[config.mk]
export PLATFORM = sky130hd
export DESIGN_NAME = pld_out_cell
export DESIGN_NICKNAME = d
export VERILOG_FILES = /design/src/rtl/pld_cell_pkg.sv /design/src/rtl/pld_term_sum.sv /design/src/rtl/pld_out_reg.sv /design/src/rtl/pld_pin_ctrl.sv /design/src/rtl/pld_out_cell.sv
export SDC_FILE = /design/constraint.sdc
export NUM_CORES = 1
export LEC_CHECK = 0
export ABC_AREA = 1
export BUFFER_PORTS_ARGS = -buffer_cell sky130_fd_sc_hd__buf_2
export CORE_AREA = 2 2 39 41
export CTS_BUF_LIST = sky130_fd_sc_hd__clkbuf_16
export CTS_CLUSTER_DIAMETER = 80
export DETAILED_ROUTE_END_ITERATION = 8
export DIE_AREA = 0 0 41 43
export PLACE_DENSITY = 0.42
export SYNTH_ARGS = -nofsm -noshare
export SYNTH_HDL_FRONTEND = slang
export SYNTH_SLANG_ARGS = --single-unit
[constraint.sdc]
create_clock -name clk -period 1.7 [get_ports clk]
set_clock_uncertainty 0.1 [all_clocks]
set_input_delay 0.085 -clock clk [delete_from_list [all_inputs] [get_ports clk]]
set_output_delay 0.085 -clock clk [all_outputs]
set_load 0.01 [all_outputs]
[src/rtl/pld_cell_pkg.sv]
package pld_cell_pkg;

    typedef enum logic [1:0] {
        MODE_COMB  = 2'b00,
        MODE_REG   = 2'b01,
        MODE_INPUT = 2'b10,
        MODE_SPARE = 2'b11
    } cell_mode_e;

    function automatic logic mode_drives(cell_mode_e m);
        return (m == MODE_COMB) || (m == MODE_REG);
    endfunction

endpackage

[src/rtl/pld_term_sum.sv]
module pld_term_sum #(
    parameter int NTERM = 8
) (
    input  logic             clk,
    input  logic             rst,
    input  logic [NTERM-1:0] pterm,
    input  logic [NTERM-1:0] term_en,
    input  logic             invert,
    output logic             sum,
    output logic             pol
);
    logic [NTERM-1:0] gated;

    for (genvar g = 0; g < NTERM; g++) begin : g_gate
        assign gated[g] = pterm[g] & term_en[g];
    end

    assign sum = |gated;
    assign pol = sum ^ invert;

    // an empty mask leaves nothing in the OR
    assert_empty_mask_R1: assert property (@(posedge clk) disable iff (rst)
        (term_en == '0) |-> !sum);

    // the polarity stage keeps the sum or flips it, as the select asks
    assert_polarity_R2: assert property (@(posedge clk) disable iff (rst)
        invert |-> (pol != sum));
endmodule

[src/rtl/pld_out_reg.sv]
module pld_out_reg (
    input  logic clk,
    input  logic rst,
    input  logic d,
    output logic q
);
    always_ff @(posedge clk) begin
        if (rst) q <= 1'b0;
        else     q <= d;
    end

    // a reset edge leaves the register at 0
    assert_reset_clear_R5: assert property (@(posedge clk)
        rst |=> !q);
endmodule

[src/rtl/pld_pin_ctrl.sv]
module pld_pin_ctrl
    import pld_cell_pkg::*;
(
    input  logic       clk,
    input  logic       rst,
    input  cell_mode_e mode,
    input  logic       pol,
    input  logic       reg_q,
    input  logic       oe_term,
    input  logic       pad_i,
    output logic       pad_o,
    output logic       pad_oe,
    output logic       fb
);
    logic drive_val;

    always_comb begin
        drive_val = 1'b0;
        fb        = pad_i;
        unique case (mode)
            MODE_COMB:  begin drive_val = pol;   fb = pad_i; end
            MODE_REG:   begin drive_val = reg_q; fb = reg_q; end
            MODE_INPUT: begin drive_val = 1'b0;  fb = pad_i; end
            MODE_SPARE: begin drive_val = 1'b0;  fb = pad_i; end
        endcase
    end

    assign pad_oe = mode_drives(mode) & oe_term;
    assign pad_o  = pad_oe & drive_val;

    // input-only codes never turn the driver on
    assert_input_undriven_R7: assert property (@(posedge clk) disable iff (rst)
        mode[1] |-> !pad_oe);

    // a released pin carries no value
    assert_idle_low_R6: assert property (@(posedge clk) disable iff (rst)
        !pad_oe |-> !pad_o);

    // in registered mode the feedback agrees with what is driven
    assert_fb_matches_drive_R8: assert property (@(posedge clk) disable iff (rst)
        (mode == MODE_REG && pad_oe) |-> (fb == pad_o));
endmodule

[src/rtl/pld_out_cell.sv]
module pld_out_cell
    import pld_cell_pkg::*;
#(
    parameter int NTERM = 8
) (
    input  logic             clk,
    input  logic             rst,
    input  logic [1:0]       cfg_mode,
    input  logic             cfg_invert,
    input  logic [NTERM-1:0] term_en,
    input  logic [NTERM-1:0] pterm,
    input  logic             oe_term,
    input  logic             pad_i,
    output logic             pad_o,
    output logic             pad_oe,
    output logic             fb
);
    cell_mode_e mode;
    logic       sum_w;
    logic       pol_w;
    logic       reg_q;

    assign mode = cell_mode_e'(cfg_mode);

    pld_term_sum #(.NTERM(NTERM)) u_sum (
        .clk     (clk),
        .rst     (rst),
        .pterm   (pterm),
        .term_en (term_en),
        .invert  (cfg_invert),
        .sum     (sum_w),
        .pol     (pol_w)
    );

    pld_out_reg u_reg (
        .clk (clk),
        .rst (rst),
        .d   (pol_w),
        .q   (reg_q)
    );

    pld_pin_ctrl u_pin (
        .clk     (clk),
        .rst     (rst),
        .mode    (mode),
        .pol     (pol_w),
        .reg_q   (reg_q),
        .oe_term (oe_term),
        .pad_i   (pad_i),
        .pad_o   (pad_o),
        .pad_oe  (pad_oe),
        .fb      (fb)
    );

    // a driven pin in registered mode shows the value sampled one edge earlier
    assert_reg_capture_R4: assert property (@(posedge clk) disable iff (rst)
        (mode == MODE_REG && oe_term && !$past(rst)) |-> (pad_o == $past(pol_w)));

    // a driven pin in combinational mode follows the polarity stage at once
    assert_comb_follow_R3: assert property (@(posedge clk) disable iff (rst)
        (mode == MODE_COMB && oe_term) |-> (pad_o == pol_w));
endmodule

==> results.sh <==
export IMPL_drive_gt1_share_pct=50.0
export IMPL_critical_path_max_stage_delay_ns=0.13
export IMPL_vias=243
export IMPL_grt_first_pass_wirelength_um=696
export IMPL_status="completed"
export IMPL_critical_path_class="primary input to primary output"
export IMPL_cts_hold_buf=0
export IMPL_finalCritPeriodShare_pct=62.7
export IMPL_utilization_pct=21.1
export IMPL_largest_register="u_reg.q"
export IMPL_avgSynthCellArea_um2=4.72
export IMPL_yosysTopAreaCell="nand2_1"
export IMPL_fmax_mhz=939
export IMPL_antenna_found_initial=0
export IMPL_initial_core_util_pct=10.6
export IMPL_clock_power_share_pct=0
export IMPL_finalCriticalPeriod_ns=1.07
export IMPL_biggestRegsByFlops="u_reg.q: 1 flops"
export IMPL_rows=14
export IMPL_finalWirelength_um=424
export IMPL_dp_cells=72
export IMPL_die_w_um=41
export IMPL_hold_class="primary input to flop"
export IMPL_stdcell_count=72
export IMPL_yosys_top_cells_area="nand2_1, dfxtp_1, nor2_2, inv_1, nand3_1"
export IMPL_synth_top_cell_area_share_pct=51.3
export IMPL_worstPathCellList="buf_2 -> nand2_1 -> nand2_1 -> nor2_2 -> nand3_1 -> nand2_1 -> nand2_1 -> a21oi_2 -> buf_2"
export IMPL_cp_common_cell="nand2_1"
export IMPL_ys_seq_area_share_pct=13.7
export IMPL_comb_power_share_pct=67.4
export IMPL_cts_resized=0
export IMPL_core_um2=1380
export IMPL_netlist_instances=31
export IMPL_seqPwrFrac_pct=32.6
export IMPL_p_switching_uw=24.9
export IMPL_setup_viol_count_final=0
export IMPL_yosysWarnings=0
export IMPL_via_per_inst=3.38
export IMPL_ys_ff_latch=1
export IMPL_leakagePower_nw=0.195
export IMPL_critPathTopFamily="simple AND/OR/NAND/NOR gates"
export IMPL_place_gp_congestion=0.588
export IMPL_slew_limit_headroom_pct=92.1
export IMPL_boundaryPins=26
export IMPL_report_final_hold_viol_count=0
export IMPL_drcViolationCount=0
export IMPL_fp_dieH_um=43
export IMPL_ant_nets=0
export IMPL_synth_cell_types=8
export IMPL_io_buffers=25
export IMPL_largest_reg_flops=1
export IMPL_grtUsageTotal_pct=5.10
export IMPL_crit_required_ns=1.51
export IMPL_p_int_uw=55.1
export IMPL_area_growth_pct=99.1
export IMPL_crit_path_end_kind="primary output"
export IMPL_post_cts_buffers=0
export IMPL_drt_initial_drc_count=0
export IMPL_clk_transition_reported_paths_ns=0
export IMPL_crit_buf_inv=2
export IMPL_wl_per_cell_um=5.89
export IMPL_max_cap_violations=0
export IMPL_cp_slowest_cell="buf_2"
export IMPL_sw_frac_of_total_pct=31.1
export IMPL_grt_overflow_total=0
export IMPL_ir_worst_vdd_uv=104
export IMPL_synth_nets=54
export IMPL_syn_cell_area_um2=146
export IMPL_first_pass_iters=1
export IMPL_hpwl_um=414
export IMPL_p_per_area_nw_per_um2=275
export IMPL_fin_setup_tns_ns=0
export IMPL_crit_path_start_kind="primary input"
export IMPL_tightest_slew_ns=0.118
export IMPL_layout_nets=81
export IMPL_diodes=0
export IMPL_critPathMaxFanout=2
export IMPL_grt_max_degree=4
export IMPL_maxSlewViolCount=0
export IMPL_grt_pass1_vias=220
export IMPL_rsz0062_at_grt="false"
export IMPL_arrival_ns=0.88
export IMPL_die_area_um2=1760
export IMPL_whs_ns=0.144
export IMPL_power_uw=80.0
per-layer routing:
layer	wire, um	vias up	share of wire, %	GRT usage (%)
met5	0	-	0	0
met4	0	0	0	0
met3	49	0	12	0
met2	184	14	43	9.38
met1	190	83	45	6.67
li1	-	146	-	-
cell type report:
type                    count  area [um^2]
multi-input cells          27          115
repair buffers             25          125
inverters                   3         11.3
flip-flops and latches      1         20.0
well taps                  16         20.0
fillers                   162         1090
power by group through the flow:
stage | logic [mW] | clock network, mW | registers [mW]
floorplan | 0.0239 | 0 | 0.0259
global placement | 0.0541 | 0 | 0.0260
detailed placement | 0.0547 | 0 | 0.0262
CTS | 0.0549 | 0 | 0.0262
global route | 0.0620 | 0 | 0.0262
finish | 0.0539 | 0 | 0.0261
final timing paths:
| check | from | cells past startpoint | to | slack (ns) |
|---|---|---|---|---|
| max | pterm[6] | 9 | pad_o | 0.63 |
| min | rst | 2 | u_reg.q$_SDFF_PP0_ | 0.14 |
Yosys cell counts:
library cell and n:
nor2_1 1, nor2_2 2, dfxtp_1 1, nand2_1 20
inv_1 3, a21oi_2 1, nand3_1 2, a21oi_1 1
kinds of logic (layout without fill, tap and decap cells):
logic type	after synthesis	count (layout)	share of synthesized area, %
flip-flops	1	1	13.7
buffers and inverters	3	28	7.69
AO/OA/AOI/OAI	2	2	9.40
AND/OR/NAND/NOR	25	25	69.2
cells in the final DEF (no fill, tap or decap):
| cell | count |
|---|---|
| a21oi_2 | 1 |
| nand2_1 | 20 |
| buf_2 | 25 |
| dfxtp_1 | 1 |
| nor2_2 | 2 |
| nand3_1 | 2 |
| nor2_1 | 1 |
| inv_1 | 3 |
| a21oi_1 | 1 |
per-stage QoR:
stage | setup WS (ns) | area [um^2]
global placement | 0.635 | 292
CTS | 0.618 | 292
floorplan | 0.855 | 146
detailed placement | 0.619 | 292
global route | 0.518 | 292
finish | 0.635 | 292
No activity file was read; power rests on OpenSTA's default activity.
